[config.mk]
export PLATFORM = sky130hd
export DESIGN_NAME = mce_encoder
export DESIGN_NICKNAME = d
export VERILOG_FILES = /design/src/rtl/mce_pkg.sv /design/src/rtl/mce_sampler.sv /design/src/rtl/mce_rise_half.sv /design/src/rtl/mce_fall_half.sv /design/src/rtl/mce_encoder.sv
export SDC_FILE = /design/constraint.sdc
export NUM_CORES = 1
export LEC_CHECK = 0
export ABC_AREA = 1
export BUFFER_PORTS_ARGS = -buffer_cell sky130_fd_sc_hd__buf_2
export CORE_AREA = 2 2 39 41
export DETAILED_ROUTE_END_ITERATION = 10
export DIE_AREA = 0 0 41 43
export HOLD_SLACK_MARGIN = 0.08
export SKIP_LAST_GASP = 1
export SYNTH_ARGS = -nofsm -noshare
export SYNTH_HDL_FRONTEND = slang
export SYNTH_SLANG_ARGS = --single-unit
[constraint.sdc]
create_clock -name clk -period 0.8 [get_ports clk]
set_input_delay 0.04 -clock clk [delete_from_list [all_inputs] [get_ports clk]]
set_output_delay 0.04 -clock clk [all_outputs]
set_load 0.01 [all_outputs]
[src/rtl/mce_pkg.sv]
package mce_pkg;

  // Level that a cell carrying bit_v presents in a given half.
  // late = 0: clock-high half, late = 1: clock-low half.
  function automatic logic half_level(input logic bit_v, input logic late);
    return late ? ~bit_v : bit_v;
  endfunction

endpackage

[src/rtl/mce_sampler.sv]
module mce_sampler (
  input  logic clk,
  input  logic rst,
  input  logic din,
  output logic bit_q,
  output logic run_q
);

  always_ff @(posedge clk) begin
    if (rst) begin
      bit_q <= 1'b0;
      run_q <= 1'b0;
    end else begin
      bit_q <= din;
      run_q <= 1'b1;
    end
  end

endmodule

[src/rtl/mce_rise_half.sv]
// Rising-edge half of the XOR flop pair: sets the line to the early-half level.
module mce_rise_half
  import mce_pkg::*;
(
  input  logic clk,
  input  logic rst,
  input  logic din,
  input  logic fall_q,
  output logic rise_q
);

  always_ff @(posedge clk) begin
    if (rst) rise_q <= 1'b0;
    else     rise_q <= half_level(din, 1'b0) ^ fall_q;
  end

endmodule

[src/rtl/mce_fall_half.sv]
// Falling-edge half of the XOR flop pair: sets the line to the late-half level.
module mce_fall_half
  import mce_pkg::*;
(
  input  logic clk,
  input  logic run,
  input  logic bit_q,
  input  logic rise_q,
  output logic fall_q
);

  always_ff @(negedge clk) begin
    if (!run) fall_q <= 1'b0;
    else      fall_q <= half_level(bit_q, 1'b1) ^ rise_q;
  end

endmodule

[src/rtl/mce_encoder.sv]
module mce_encoder (
  input  logic clk,
  input  logic rst,
  input  logic din,
  output logic tx,
  output logic tx_n
);

  logic bit_q;
  logic run_q;
  logic rise_q;
  logic fall_q;

  mce_sampler u_sampler (
    .clk   (clk),
    .rst   (rst),
    .din   (din),
    .bit_q (bit_q),
    .run_q (run_q)
  );

  mce_rise_half u_rise (
    .clk    (clk),
    .rst    (rst),
    .din    (din),
    .fall_q (fall_q),
    .rise_q (rise_q)
  );

  mce_fall_half u_fall (
    .clk    (clk),
    .run    (run_q),
    .bit_q  (bit_q),
    .rise_q (rise_q),
    .fall_q (fall_q)
  );

  // Only one flop of the pair toggles per edge, so the XOR cannot glitch.
  assign tx   = rise_q ^ fall_q;
  assign tx_n = ~(rise_q ^ fall_q);

endmodule

Yosys cells after proc, flatten, opt, wreduce, memory -nomap -nowiden
Index checks and enable logic that the tools add are counted.
- muxes and demuxes: 1
- bitwise logic cells: 5
- operators by type and width (operator ; number):
    $xor 1x1->1 ; 3
    $not 1->1 ; 2
    $mux 1 ; 1
- register bits: 4
- logic and storage cells: 10

Logic depth before layout (Yosys ltp)
Gate-level depths: netlist (run 1).
- word-level depth: 2
- gate-level depth with buffers: 4
- gate-level depth less buffers: 4

Cells and area by module
From an unflattened synthesis (run 1), not the netlist that was laid out.
- cell total of the unflattened synthesis: 26
- area, all modules: 165.2 sq um
- by module, submodules not included (module ; times used ; cells an instance ; area an instance (sq um) ; seq. area each (sq um)):
    mce_sampler ; 1 ; 5 ; 53.8 ; 40.0
    mce_fall_half ; 1 ; 7 ; 42.5 ; 20.0
    mce_rise_half ; 1 ; 6 ; 38.8 ; 20.0
    mce_encoder ; 1 ; 8 ; 30.0 ; 0.0

==> impl_metrics.json, run 1 <==
{
  "drtPass1Iterations": 2,
  "final_common_cell": "nor2_1",
  "place_worst_setup_slack_ns": -0.284,
  "grt.total_usage_pct": 4.73,
  "clk_pin_slew_ns": 0.04,
  "r2r_cells": 3,
  "synth_top_family_by_area": "simple AND/OR/NAND/NOR gates",
  "crit_path_max_fanout": 3,
  "cp_cell_sequence": "xor2_2 -> buf_2",
  "violations": "negative setup slack",
  "p_leak_nw": 0.136,
  "whs_endpoint": "u_sampler.bit_q",
  "drive_gt1_share_pct": 45.2,
  "dp.cells": 40,
  "synthSimpleGateAreaFrac_pct": 23.1,
  "final_core_util_pct": 19.5,
  "nNetsFinal": 35,
  "root_buffer": "clkbuf_4",
  "yosysSeqAreaShare_pct": 54.7,
  "muxShareOfSynthArea_pct": 0,
  "cp-start-kind": "flop",
  "mostFrequentLayoutCells": "nor2_1, nand2_1, buf_2",
  "antenna_found_initial": 0,
  "netlist_instances": 19,
  "r2r_start": "u_fall.fall_q",
  "clock_latency_ns": 0.29,
  "cts.sinks": 4,
  "grt_pass1_vias": 130,
  "die_x_um": 41,
  "slew_viol_final": 0,
  "die_area_mm2": 0.00176,
  "synth_seq_cells": 4,
  "hold_class": "in -> reg",
  "rsz0062_at_grt": "true",
  "netlist_area_um2": 146,
  "numCtsBuffers": 3,
  "synth_fp_nets": 22,
  "core_mm2": 0.00138,
  "reg2reg_to": "u_rise.rise_q",
  "slowest_delay_ns": 0.36,
  "drtIter0Drc": 7,
  "crit_slowest_cell": "dfxtp_4",
  "cp_data_required_time_ns": 0.76,
  "synth_compound_area_share_pct": 0,
  "min_from": "rst",
  "grt_max_degree": 4,
  "crit_buf_inv": 1,
  "critPathArrivalTime_ns": 1.31,
  "irDropWorstVdd_mv": 0.986,
  "cp-end-kind": "output port",
  "relSlewSlack_pct": 94.0,
  "clockBufferDepth": 2,
  "die_h_um": 43,
  "cts_tree": "yes",
  "power_per_cell_area_mw_per_mm2": 2290,
  "drv_cap": 0,
  "area_growth_pct": 84.6,
  "syn_area_per_cell_um2": 7.70,
  "rows": 14,
  "synth_cell_type_count": 7,
  "synth_fa_ha_area_share_pct": 0,
  "min_path_cells": 3,
  "vias": 140,
  "status": "finished, violations left",
  "place_congestion": 0.569,
  "grt_overflow": 0,
  "crit_family": "flip-flops",
  "setup_ws_ns": -0.546,
  "cp-startpoint": "u_fall.fall_q",
  "hold_viol_final": 0,
  "diodes": 0,
  "critPathKind": "reg -> out",
  "antenna_left": 0,
  "setup_viol": 4,
  "drc": 0,
  "io-pin-count": 5,
  "tightest_slew_ns": 0.0895,
  "grt_pass1_wl_um": 434,
  "floorplan.initialDensity_pct": 10.6,
  "avgRoutedWirePerCell_um": 5.68,
  "routed_via_density": 2.98,
  "port_buffers": 4,
  "fin_skew_ns": 0.0535,
  "yosys.area_share.xor_xnor_pct": 12.0,
  "yosysWarnings": 0,
  "finalWirelength_um": 267,
  "power_w": 0.000620,
  "cts.htree.levels": 1,
  "r2r_slack_ns": -0.37,
  "fin_cells": 47
}
[flip-flops by register name, summed over array words and instances (netlist names)]
register,cells
u_sampler.run_q,1
u_sampler.bit_q,1
u_rise.rise_q,1
u_fall.fall_q,1
[final cells by class]
| type | count | area, um2 |
|---|---|---|
| clock buffer | 4 | 26.3 |
| timing repair buffer | 8 | 55.1 |
| clock inverter | 1 | 3.75 |
| inverter | 3 | 11.3 |
| sequential | 4 | 87.6 |
| multi-input combinational | 11 | 66.3 |
| fill | 149 | 1110 |
| tap | 16 | 20.0 |
[report_power, final]
group	internal (W)	switching (W)
Combinational	0.0000548	0.0000407
Sequential	0.000215	0.0000117
Clock	0.000195	0.000103
[what timing repair did]
item                       4_1_cts  5_1_grt
setup buffers                    1        0
hold buffers                     2        0
setup endpoints to repair        4        4
pin swaps                        2        0
hold endpoints to repair         3        0
resized for setup                0        0
[routing by layer]
layer	global-route usage [%]	part of all wire [%]
met2	5.00	39
met4	6.00	3.0
met5	0	0
met1	3.24	38
met3	6.28	19
[Yosys cell counts]
cell type  n  share of area, %
xor2_1     1               6.0
xnor2_1    1               6.0
dfxtp_1    4                55
inv_2      1               2.6
nand2_1    4                10
inv_1      3               7.7
nor2_1     5                13
[worst max-delay path by stage]
| stage | to | depth (start not counted) | slack [ns] |
|---|---|---|---|
| after floorplan | u_fall.fall_q | 3 | -0.21 |
| after global placement | tx | 2 | -0.28 |
| after detailed placement | tx | 2 | -0.28 |
| after CTS | tx | 2 | -0.56 |
| after global routing | tx | 2 | -0.58 |
| final | tx | 2 | -0.55 |
[through the flow]
| step | setup TNS [ns] | area, um2 | hold WS [ns] |
|---|---|---|---|
| 3_5_place_dp | -0.972 | 216 | 0.214 |
| 2_1_floorplan | -0.766 | 169 | 0.111 |
| 3_3_place_gp | -0.949 | 216 | 0.211 |
| 6_report | -1.61 | 270 | 0.515 |
| 4_1_cts | -1.64 | 270 | 0.496 |
| 5_1_grt | -1.76 | 270 | 0.523 |
[worst reg2reg max path, stage by stage, from the launching register on]
cell     delay, ns
dfxtp_4       0.35
buf_4         0.13
nor2_1        0.08
nor2_1        0.05
[kinds of logic after synthesis]
group | after synthesis
buf+inv | 4
simple gates | 9
flops | 4
xor+xnor | 2
Power figures use the tool's default switching activity.
==> inputs of run 2 (changes only) <==
- ABC_AREA: 1 -> not set
==> run 2 against run 1 <==
Compared with the run above: the flow still finishes with violations (negative setup slack); combinational power rose by 35%; global-route usage fell by 0.60 points; critical path type unchanged; clock skew increased by 0.0077 ns; core utilization decreased by 0.81 points; largest power group unchanged; hold slack about the same; synthesized cell count decreased by 32%; flip-flop and latch count stayed put; non-clock buffer count unchanged; highest routed layer is now met3; synthesized area shrank 8.5%; setup slack worse by 0.044 ns.
==> impl_metrics.json, run 2 <==
{
  "synth_commonest_cells": "dfxtp_1, inv_1, xnor2_1",
  "io-pin-count": 5,
  "multi_input_area_um2": 57.6,
  "irDropWorstVdd_mv": 0.896,
  "cp_data_required_time_ns": 0.76,
  "yosysWarnings": 0,
  "synth_edf_count": 0,
  "cp-startpoint": "u_fall.fall_q",
  "n_fill_cell": 149,
  "setup_ws_ns": -0.590,
  "synthFlopType": "dfxtp_1",
  "violations": "negative setup slack",
  "core_mm2": 0.00138,
  "synth_area_leaders": "dfxtp_1, xnor2_1, inv_1",
  "tightest_slew_ns": 0.141,
  "switching_share_pct": 25.9,
  "setup_viol": 4,
  "area_growth_pct": 93.5,
  "drv_cap": 0,
  "cp-end-kind": "output port",
  "relSlewSlack_pct": 90.6,
  "numCtsBuffers": 3,
  "drtPass1Iterations": 2,
  "grt_pass1_vias": 115,
  "port_buffers": 4,
  "yosysTopAreaCellShare_pct": 59.8,
  "place_congestion": 0.541,
  "pwr-share-clk_pct": 46.2,
  "finalWirelength_um": 241,
  "grt_overflow": 0,
  "finalInstanceArea_um2": 259,
  "netSwitchingPower_w": 0.000173,
  "status": "finished, violations left",
  "diodes": 0,
  "p_seq_share_pct": 34.5,
  "synth.most_common_cell": "dfxtp_1",
  "clockBufferDepth": 2,
  "cts.htree.levels": 1,
  "reg2reg_to": "u_rise.rise_q",
  "die_x_um": 41,
  "critPathArrivalTime_ns": 1.35,
  "r2r_cells": 3,
  "cp-start-kind": "flop",
  "antenna_left": 0,
  "netlist_instances": 13,
  "synth_cell_type_count": 7,
  "synth_seq_cells": 4,
  "vias": 106,
  "r2r_slack_ns": -0.39,
  "die_area_mm2": 0.00176,
  "clock_latency_ns": 0.30,
  "rows": 14,
  "drive_gt1_share_pct": 56.0,
  "p_leak_nw": 0.122,
  "yosysTopAreaCell": "dfxtp_1",
  "postPlaceCellArea_um2": 191,
  "fin_skew_ns": 0.0612,
  "grt_max_degree": 4,
  "critPathKind": "reg -> out",
  "crit_path_max_fanout": 2,
  "netlist_area_um2": 134,
  "floorplan.initialDensity_pct": 9.67,
  "drtIter0Drc": 1,
  "antenna_found_initial": 0,
  "synth_fp_nets": 16,
  "grt.total_usage_pct": 4.13,
  "syn_area_per_cell_um2": 10.3,
  "r2r_start": "u_fall.fall_q",
  "async_flop_share_pct": 0,
  "drc": 0,
  "setup_tns_ns": -1.78,
  "mostFrequentLayoutCells": "clkbuf_4, buf_2",
  "hold_class": "in -> reg",
  "die_h_um": 43,
  "clk_pin_slew_ns": 0.04,
  "cts_tree": "yes",
  "cts.sinks": 4,
  "intPower_w": 0.000494,
  "combPwrFrac_pct": 19.4,
  "routed_via_density": 2.59,
  "avgRoutedWirePerCell_um": 5.88,
  "slew_viol_final": 0,
  "min_path_cells": 3,
  "root_buffer": "clkbuf_4",
  "nNetsFinal": 29,
  "cp-endpoint": "tx_n",
  "rsz0062_at_grt": "true",
  "yosysSeqAreaShare_pct": 59.8,
  "grt_pass1_wl_um": 386,
  "hold_viol_final": 0,
  "regArea_um2": 82.6,
  "power_per_cell_area_mw_per_mm2": 2580
}
[run 2: timing repair]
| action | CTS | global route |
|---|---|---|
| setup buffers | 1 | 0 |
| setup endpoints to repair | 4 | 4 |
| hold buffers | 2 | 0 |
| pin swaps | 1 | 1 |
| endpoints found under the hold margin | 3 | 0 |
| gates resized for setup | 2 | 0 |
[run 2: worst min path at each step]
stage | from | endpoint | slack, ns
5_1_grt | rst | u_sampler.run_q | 0.52
3_5_place_dp | rst | u_rise.rise_q | 0.22
2_1_floorplan | rst | u_sampler.run_q | 0.1
6_report | rst | u_sampler.run_q | 0.52
3_3_place_gp | rst | u_sampler.run_q | 0.22
4_1_cts | rst | u_sampler.run_q | 0.50
[run 2: kinds of logic after synthesis]
kind of cell	count (synthesis)	share of synthesized area (%)
XOR/XNOR	3	19.6
buffers and inverters	3	8.41
flip-flops	4	59.8
AND/OR/NAND/NOR	3	12.2
[run 2: power by group through the flow]
stage	logic (W)	registers (W)	clock network, W
2_1_floorplan	0.0000508	0.000236	0.0000156
3_3_place_gp	0.0000888	0.000236	0.0000156
3_5_place_dp	0.0000899	0.000236	0.0000156
4_1_cts	0.000130	0.000230	0.000313
5_1_grt	0.000141	0.000232	0.000345
6_report	0.000129	0.000230	0.000308
[run 2: area by class of cell]
class	count	share of cell area (%)
repair buffers	8	23.7
inverters	2	2.90
clock buffers	4	10.1
flip-flops and latches	4	31.9
well taps	16	7.73
multi-input cells	6	22.2
clock inverters	1	1.45
[run 2: routing by layer]
| layer | track usage, % | share of wire (%) | routed length (um) | vias up |
|---|---|---|---|---|
| met5 | 0 | 0 | 0 | - |
| met1 | 2.93 | 45 | 109 | 41 |
| met3 | 6.28 | 12 | 30 | 0 |
| li1 | - | - | - | 58 |
| met2 | 5.31 | 42 | 102 | 7 |
| met4 | 2.00 | 0 | 0 | 0 |
[run 2: through the flow]
step | setup WS, ns | util (%) | hold slack, ns | total power [W] | std cells
2_1_floorplan | -0.261 | - | 0.0965 | 0.000303 | 13
3_3_place_gp | -0.310 | 13.8 | 0.222 | 0.000340 | 34
3_5_place_dp | -0.312 | 13.8 | 0.224 | 0.000341 | 34
4_1_cts | -0.594 | 18.7 | 0.504 | 0.000673 | 41
5_1_grt | -0.635 | 18.7 | 0.516 | 0.000717 | 41
6_report | -0.590 | 18.7 | 0.516 | 0.000668 | 41
[run 2: worst max-delay path, stage by stage (launching register included)]
cell	delay, ns
dfxtp_2	0.32
xor2_2	0.17
inv_2	0.05
buf_6	0.11
